--- config.mk ---
export PLATFORM = sky130hd
export DESIGN_NAME = vcm_mult16
export DESIGN_NICKNAME = d
export VERILOG_FILES = /design/src/rtl/vcm_pkg.sv /design/src/rtl/vcm_ks_adder.sv /design/src/rtl/vcm_base2x2.sv /design/src/rtl/vcm_node.sv /design/src/rtl/vcm_rst_sync.sv /design/src/rtl/vcm_mult16.sv
export SDC_FILE = /design/constraint.sdc
export NUM_CORES = 1
export LEC_CHECK = 0
export BUFFER_PORTS_ARGS = -buffer_cell sky130_fd_sc_hd__buf_2
export CAP_MARGIN = 20
export CORE_ASPECT_RATIO = 0.75
export CORE_UTILIZATION = 45
export CTS_BUF_LIST = sky130_fd_sc_hd__clkbuf_16
export DETAILED_ROUTE_END_ITERATION = 6
export SYNTH_ARGS = -nofsm -noshare
export SYNTH_HDL_FRONTEND = slang
export SYNTH_SLANG_ARGS = --single-unit
--- constraint.sdc ---
create_clock -name clk -period 1.3 [get_ports clk]
set_input_delay 0.13 -clock clk [delete_from_list [all_inputs] [get_ports clk]]
set_output_delay 0.13 -clock clk [all_outputs]
set_load 0.01 [all_outputs]
--- src/rtl/vcm_pkg.sv ---
package vcm_pkg;
  // True when n is a power of two and at least 2 (recursion bottoms out at 2x2).
  function automatic bit width_ok(int n);
    int v;
    v = n;
    if (v < 2) return 1'b0;
    while (v > 1) begin
      if (v % 2 != 0) return 1'b0;
      v = v / 2;
    end
    return 1'b1;
  endfunction

  // Number of prefix levels needed for a w-bit carry network.
  function automatic int prefix_levels(int w);
    int l;
    l = 0;
    while ((1 << l) < w) l++;
    return (l < 1) ? 1 : l;
  endfunction
endpackage

--- src/rtl/vcm_ks_adder.sv ---
// Parallel-prefix adder with carry out: s = x + y, W+1 bits.
module vcm_ks_adder #(
  parameter int W = 8
) (
  input  logic [W-1:0] x,
  input  logic [W-1:0] y,
  output logic [W:0]   s
);
  localparam int LVL = vcm_pkg::prefix_levels(W);

  logic [W-1:0] gen_l  [0:LVL];
  logic [W-1:0] prop_l [0:LVL-1];

  assign gen_l[0]  = x & y;
  assign prop_l[0] = x ^ y;

  for (genvar k = 0; k < LVL; k++) begin : g_stage
    localparam int D = 1 << k;
    for (genvar i = 0; i < W; i++) begin : g_bit
      if (i >= D) begin : g_merge
        assign gen_l[k+1][i] = gen_l[k][i] | (prop_l[k][i] & gen_l[k][i-D]);
        if (k + 1 < LVL) begin : g_p
          assign prop_l[k+1][i] = prop_l[k][i] & prop_l[k][i-D];
        end
      end else begin : g_pass
        assign gen_l[k+1][i] = gen_l[k][i];
        if (k + 1 < LVL) begin : g_p
          assign prop_l[k+1][i] = prop_l[k][i];
        end
      end
    end
  end

  assign s[0] = prop_l[0][0];
  for (genvar i = 1; i < W; i++) begin : g_sum
    assign s[i] = prop_l[0][i] ^ gen_l[LVL][i-1];
  end
  assign s[W] = gen_l[LVL][W-1];
endmodule

--- src/rtl/vcm_base2x2.sv ---
// 2x2 unsigned product from AND terms and two half adders.
module vcm_base2x2 (
  input  logic [1:0] a,
  input  logic [1:0] b,
  output logic [3:0] p
);
  logic t00, t10, t01, t11, c_mid;

  always_comb begin
    t00 = a[0] & b[0];
    t10 = a[1] & b[0];
    t01 = a[0] & b[1];
    t11 = a[1] & b[1];
    // first half adder: cross terms
    p[1]  = t10 ^ t01;
    c_mid = t10 & t01;
    // second half adder: top term plus carry
    p[2]  = t11 ^ c_mid;
    p[3]  = t11 & c_mid;
    p[0]  = t00;
  end
endmodule

--- src/rtl/vcm_node.sv ---
// One recursion level: four half-width products merged with prefix adders.
module vcm_node #(
  parameter int N = 16
) (
  input  logic [N-1:0]   a,
  input  logic [N-1:0]   b,
  output logic [2*N-1:0] p
);
  if (N == 2) begin : g_leaf
    vcm_base2x2 u_cell (.a(a), .b(b), .p(p));
  end else begin : g_split
    localparam int H  = N / 2;
    localparam int UW = 3 * H;

    logic [N-1:0]  p_ll, p_lh, p_hl, p_hh;
    logic [N:0]    cross_sum;
    logic [UW-1:0] up_x, up_y;
    logic [UW:0]   up_sum;
    logic          carry_unused;

    vcm_node #(.N(H)) u_ll (.a(a[H-1:0]), .b(b[H-1:0]), .p(p_ll));
    vcm_node #(.N(H)) u_lh (.a(a[H-1:0]), .b(b[N-1:H]), .p(p_lh));
    vcm_node #(.N(H)) u_hl (.a(a[N-1:H]), .b(b[H-1:0]), .p(p_hl));
    vcm_node #(.N(H)) u_hh (.a(a[N-1:H]), .b(b[N-1:H]), .p(p_hh));

    // crosswise terms, carry out kept in cross_sum[N]
    vcm_ks_adder #(.W(N)) u_cross (.x(p_lh), .y(p_hl), .s(cross_sum));

    // upper 3H result bits: {high product, upper half of low product} + cross sum
    assign up_x = {p_hh, p_ll[N-1:H]};
    assign up_y = {{(UW-N-1){1'b0}}, cross_sum};

    vcm_ks_adder #(.W(UW)) u_upper (.x(up_x), .y(up_y), .s(up_sum));

    assign carry_unused = up_sum[UW];
    assign p = {up_sum[UW-1:0], p_ll[H-1:0]};
  end
endmodule

--- src/rtl/vcm_rst_sync.sv ---
// Asynchronous assert, two-stage synchronous release.
module vcm_rst_sync (
  input  logic clk,
  input  logic rst_n,
  output logic rst_ok
);
  logic [1:0] sync_q;
  logic [1:0] sync_d;

  always_comb sync_d = {sync_q[0], 1'b1};

  always_ff @(posedge clk or negedge rst_n) begin
    if (!rst_n) sync_q <= 2'b00;
    else        sync_q <= sync_d;
  end

  assign rst_ok = sync_q[1];
endmodule

--- src/rtl/vcm_mult16.sv ---
module vcm_mult16 #(
  parameter int WIDTH   = 16,
  parameter bit REG_OUT = 1'b1
) (
  input  logic               clk,
  input  logic               rst_n,
  input  logic               load_en,
  input  logic [WIDTH-1:0]   opa_i,
  input  logic [WIDTH-1:0]   opb_i,
  output logic [2*WIDTH-1:0] prod_o
);
  localparam int PW = 2 * WIDTH;

  if (!vcm_pkg::width_ok(WIDTH)) begin : g_bad_width
    $error("vcm_mult16: WIDTH must be a power of two, at least 2");
  end

  logic [PW-1:0] prod_comb;
  logic          rst_ok;

  vcm_node #(.N(WIDTH)) u_array (.a(opa_i), .b(opb_i), .p(prod_comb));

  vcm_rst_sync u_rst (.clk(clk), .rst_n(rst_n), .rst_ok(rst_ok));

  if (REG_OUT) begin : g_reg
    logic [PW-1:0] prod_q, prod_d;

    always_comb prod_d = load_en ? prod_comb : prod_q;

    always_ff @(posedge clk or negedge rst_ok) begin
      if (!rst_ok) prod_q <= '0;
      else         prod_q <= prod_d;
    end

    assign prod_o = prod_q;
  end else begin : g_comb
    logic ctl_unused;
    assign ctl_unused = load_en;
    assign prod_o     = prod_comb;
  end
endmodule

==> results.json, run 1 <==
{
  "cts_buffer_depth": 2,
  "yosys.area_share.simple": 0.1713,
  "tns_ns": -104.46,
  "dr.max_layer_used": "met4",
  "worstSetupStartpointType": "primary input",
  "area_growth_pct": 39.82,
  "finish.instance_area_um2": 18830,
  "met3WireLength_um": 1073,
  "muxShareOfSynthArea": 0.02119,
  "cpPeakStageDelay_ns": 0.54,
  "cts_tree": "done",
  "synthCells": 1573,
  "ys_async_sr_fraction": 1.000,
  "grt_pass1_wl_um": 59410,
  "synthXorXnorAreaFrac": 0.1216,
  "die_h_um": 151.8,
  "synthesis.nets": 2023,
  "yosysTopAreaCell": "ha_1",
  "ys.flop_type": "dfrtp_1",
  "netlist_area_um2": 13470,
  "cp_common_cell": "buf_4",
  "rsz0062_at_grt": "true",
  "nNetsFinal": 2379,
  "num_vias": 11990,
  "violations": "negative setup slack",
  "root_buffer": "clkbuf_16",
  "grt_usage": 0.2381,
  "drive_above_1_share": 0.3580,
  "fin_crit_sh": 4.542,
  "crit_start": "opb_i[14]",
  "start_util": 0.4603,
  "fin_ws_ns": -4.605,
  "die-area_um2": 30630,
  "max_freq_ghz": 0.1694,
  "placed_cell_area_um2": 16700,
  "wl_met2_um": 16540,
  "synth.most_common_cell": "ha_1",
  "worst_pin_slew_ns": 0.5020,
  "core-area_um2": 29260,
  "wl_per_cell_um": 16.21,
  "via_per_inst": 5.162,
  "synth_top_family_by_area": "adder cells",
  "die_w_um": 201.7,
  "path_class": "in2reg",
  "io_pins": 67,
  "setup_viol": 30,
  "finalWirelength_um": 37640,
  "max-slew-margin-rel": 0.6629,
  "crit_fanout": 6,
  "rows": 54,
  "timing_hold_violations_final": 0,
  "yosysWarnings": 0,
  "initialDrtViolationCount": 542,
  "synthDominantCellAreaShare": 0.3466,
  "cts_made_buffers": 5,
  "antenna_found_initial": 0,
  "multi_input_area_um2": 13730,
  "slowest_stage": "fa_1",
  "cap_viol_max_count": 0,
  "synth.distinct_cells": 58,
  "n_antenna_cell": 0,
  "synth_edf_count": 0,
  "clk_latency_ns": 0.29,
  "r2r-start": "prod_o[31]",
  "grt_start_max_net_pins": 40,
  "cts.clk_slew.worst_paths_ns": 0.05,
  "portBuffers": 66,
  "maxSlewViolCount": 0,
  "finClkSkew_ns": 0.007287,
  "place.gp.congestion": 0.8738,
  "synth_commonest_cells": "ha_1, and2_1, xnor2_1, inv_1, a21oi_1",
  "period_minus_slack_ns": 5.905,
  "ctsHtreeMaxLevel": 2,
  "cp.arrival_ns": 6.07,
  "antenna_left": 0,
  "drt_pass1_iterations": 4,
  "clock-sinks": 34,
  "dp_hpwl_um": 30150,
  "seq_area_um2": 850.8,
  "ys_seq_area_frac": 0.06319,
  "yosys-top-cells-area": "ha_1, and2_1, xnor2_1, dfrtp_1, fa_1",
  "fill_cells": 2371,
  "outcome": "complete, but fails checks",
  "endpoint_kind": "flip-flop",
  "cp.required_ns": 1.47,
  "drc": 0,
  "synth-adder-area-share": 0.4090,
  "worstHoldPathType": "in2async",
  "synth_compound_area_frac": 0.1654,
  "avgSynthCellArea_um2": 8.560,
  "synth_seq_cells": 34,
  "grt_overflow": 0,
  "grt_pass1_vias": 11770,
  "wl_met1_um": 19630
}
metrics by stage:
| stage | worst slack, ns | util | instances | hold slack, ns |
|---|---|---|---|---|
| CTS | -4.550 | 0.6150 | 2300 | 0.1552 |
| global placement | -5.017 | 0.5707 | 2264 | -0.08454 |
| floorplan | -4.649 | - | 1573 | -0.1656 |
| global route | -4.861 | 0.6435 | 2322 | 0.1590 |
| finish | -4.605 | 0.6435 | 2322 | 0.1564 |
| detailed placement | -5.109 | 0.5707 | 2264 | -0.08313 |
routing by layer:
metal,vias to the layer above,GRT usage
li1,6152,-
met5,-,0
met1,5659,0.3687
met3,23,0.006864
met4,0,0.03788
met2,152,0.3693
sequential cells by signal, indices dropped and copies added (netlist names):
register and count:
prod_o 32, u_rst.sync_q 2
critical path: cells and delay by family:
kind | cells | cell delay (ns)
buf+inv | 9 | 0.94
simple gates | 5 | 0.81
xor+xnor | 4 | 0.49
mux | 1 | 0.25
fa+ha+maj | 7 | 2.37
compound gates | 6 | 1.08
final cells by class:
cell class | instances | share of cell area
well taps | 392 | 0.02605
flip-flops and latches | 34 | 0.04519
inverters | 136 | 0.02725
clock inverters | 3 | 0.0006646
repair buffers | 385 | 0.1647
clock buffers | 5 | 0.006646
multi-input cells | 1367 | 0.7295
cells by family after synthesis:
| kind of cell | Yosys count |
|---|---|
| xor gates and xnor gates | 187 |
| muxes | 25 |
| AOI/OAI and AO/OA | 341 |
| other | 1 |
| and+or+nand+nor | 398 |
| buffers and inverters | 172 |
| DFF | 34 |
| adders and majority gates | 415 |
cells in the final DEF (no fill, tap or decap), types with 7 or more instances in the layout:
master    Yosys  final
a21o_1       90     90
a21oi_1     124     83
a21oi_2       1     34
a21oi_4       0      8
and2_1      257    226
and2_4        0     31
buf_2         0     39
buf_4         0    288
buf_6         0     42
buf_8         0      9
dfrtp_1      34     34
fa_1         42     29
fa_2          0     13
ha_1        373    306
ha_2          0     14
ha_4          0     53
inv_1       136    120
inv_2         0     16
mux2_4        2     16
nand2_1      29     21
nand2b_1     10     10
nand3_1      15      9
nor2_1       40     29
nor2b_1      14     11
o211ai_1      8      8
o21a_1        8      7
o21ai_0      29     14
o21ai_1       2      7
o21ai_2       0      8
o21bai_1     40     38
xnor2_1     147    123
xnor2_2       0     21
xor2_1       40     33
worst paths after layout:
kind | to | slack [ns] | cells past startpoint
worst max-delay path | prod_o[22] | -4.60 | 32
worst min-delay path | u_rst.sync_q[1] | 0.16 | 2
worst max register to register | prod_o[31] | 0.50 | 1
worst min register to register | prod_o[8] | 0.26 | 1
max in group asynchronous | prod_o[26] | 0.74 | 1
min in group clk | prod_o[0] | 0.27 | 4
repair_timing:
item	CTS	global route
hold endpoints to repair	2	0
gates cloned	0	1
endpoints found under the setup margin	30	30
pin swaps	127	109
buffers inserted	30	33
resized for setup	188	140
hold buffers	1	0
Power of run 1 is left out: the tool's default activity adds up to more than one toggle a clock period on the data nets, which glitch-free logic cannot reach.
==> inputs of run 2 (changes only) <==
Settings changed: CORE_UTILIZATION 45 to 51, PLACE_DENSITY set to 0.68.
==> run 2 against run 1 <==
Against the previous run:
- the run still ends with negative setup slack left
- critical path type unchanged
- clock-buffer cell count is the same
- die area shrank 12%
- via count grew 2.6%
- final cell count shrank 2.5%
- largest cell class unchanged
- clock skew shrank 0.0020 ns
==> results.json, run 2 (synthesis results as in run 1) <==
{
  "outcome": "complete, but fails checks",
  "cts_buffer_depth": 2,
  "dp_hpwl_um": 30320,
  "cp.arrival_ns": 6.21,
  "max-slew-margin-rel": 0.5514,
  "grt_usage": 0.2750,
  "worstRegToRegCells": 1,
  "instances_no_fill": 2264,
  "seq_area_um2": 850.8,
  "grt_pass1_vias": 12170,
  "r2r-start": "prod_o[6]",
  "cts_tree": "done",
  "fin_crit_sh": 4.647,
  "cap_viol_max_count": 0,
  "grt_pass1_wl_um": 59980,
  "ctsHtreeMaxLevel": 2,
  "max_freq_ghz": 0.1655,
  "timing_hold_violations_final": 0,
  "io_pins": 67,
  "num_vias": 12300,
  "drc": 0,
  "worstSetupPathDepth": 29,
  "initialDrtViolationCount": 598,
  "critPathTopFamily": "adder cells",
  "path_class": "in2reg",
  "finalWirelength_um": 40110,
  "antenna_left": 0,
  "critical_path_buf_inv_count": 5,
  "rsz0062_at_grt": "true",
  "cp.required_ns": 1.47,
  "period_minus_slack_ns": 6.042,
  "drive_above_1_share": 0.3752,
  "clk_latency_ns": 0.29,
  "clock-sinks": 34,
  "core-area_um2": 25970,
  "rrSetupSlack_ns": 0.49,
  "finClkSkew_ns": 0.005279,
  "largest_reg_flops": 32,
  "crit_fanout": 3,
  "die_h_um": 142.7,
  "layout_common_cells": "ha_1, buf_4, and2_1",
  "via_per_inst": 5.432,
  "endpoint_kind": "flip-flop",
  "wl_per_cell_um": 17.72,
  "fin_ws_ns": -4.742,
  "antenna_found_initial": 1,
  "die-area_um2": 27060,
  "crit_start": "opb_i[13]",
  "grt_overflow": 0,
  "area_growth_pct": 41.44,
  "violations": "negative setup slack",
  "fill_cells": 1762,
  "worstSetupStartpointType": "primary input",
  "slowest_stage": "fa_1",
  "grt_start_max_net_pins": 40,
  "rr_endpoint": "prod_o[6]",
  "cts.clk_slew.worst_paths_ns": 0.05,
  "setup_viol": 30,
  "cpPeakStageDelay_ns": 0.56,
  "cts_made_buffers": 5,
  "final_common_cell": "ha_1",
  "portBuffers": 66,
  "place_inst": 2209,
  "worst_pin_slew_ns": 0.6681,
  "place.gp.congestion": 0.9360,
  "rows": 51,
  "drt_pass1_iterations": 5,
  "worstHoldPathType": "in2async",
  "root_buffer": "clkbuf_16",
  "start_util": 0.5185,
  "critical_path.endpoint": "prod_o[30]",
  "maxSlewViolCount": 0,
  "nNetsFinal": 2369,
  "die_w_um": 189.6,
  "multi_input_area_um2": 14060
}
-- run 2: changes by cell type in the layout (fill, tap and decap cells not counted), moves of 5 or more --
cell	previous run	this run
buf_4	288	262
ha_1	306	296
a21oi_2	34	46
buf_6	42	58
ha_4	53	63
xnor2_2	21	26
a21oi_1	83	73
xnor2_1	123	115
-- run 2: area by class of cell --
class                      instances  area share
antenna                            1   0.0001314
clock buffer                       5    0.006569
sequential                        34     0.04467
clock inverter                     2   0.0005256
timing repair buffer             375      0.1604
tap                              344     0.02260
multi-input combinational       1367      0.7381
inverter                         136     0.02693
-- run 2: worst min-delay path by stage --
| stage | from | to | slack (ns) | depth (start not counted) |
|---|---|---|---|---|
| after global routing | rst_n | u_rst.sync_q[1] | 0.17 | 2 |
| after detailed placement | rst_n | u_rst.sync_q[1] | -0.08 | 1 |
| after CTS | rst_n | u_rst.sync_q[1] | 0.16 | 2 |
| final | rst_n | u_rst.sync_q[1] | 0.15 | 2 |
| after floorplan | rst_n | u_rst.sync_q[0] | -0.17 | 0 |
| after global placement | rst_n | u_rst.sync_q[1] | -0.08 | 1 |
-- run 2: stage by stage --
stage	cell area (um2)	utilization	setup WS, ns	setup TNS [ns]	hold WS (ns)
floorplan	14100	-	-4.649	-97.08	-0.1656
global placement	16580	0.6386	-4.944	-114.89	-0.08355
detailed placement	16580	0.6386	-5.100	-117.79	-0.08187
CTS	18250	0.7026	-4.536	-102.28	0.1636
global route	19050	0.7333	-5.059	-113.21	0.1672
finish	19050	0.7333	-4.742	-107.82	0.1523
-- run 2: metal layers --
layer	global-route usage	share of wire	vias to the layer above
met5	0	0	-
met2	0.4531	0.46	250
met4	0.06409	0.025	0
met3	0.01573	0.035	67
li1	-	-	6132
met1	0.3917	0.48	5848
-- run 2: what timing repair did --
item,4_1_cts,5_1_grt
gates resized for setup,256,130
pin swaps,194,121
endpoints found under the hold margin,2,0
hold buffers,1,0
buffers inserted,41,23
endpoints found under the setup margin,30,30
Power of run 2 is left out for the same reason.
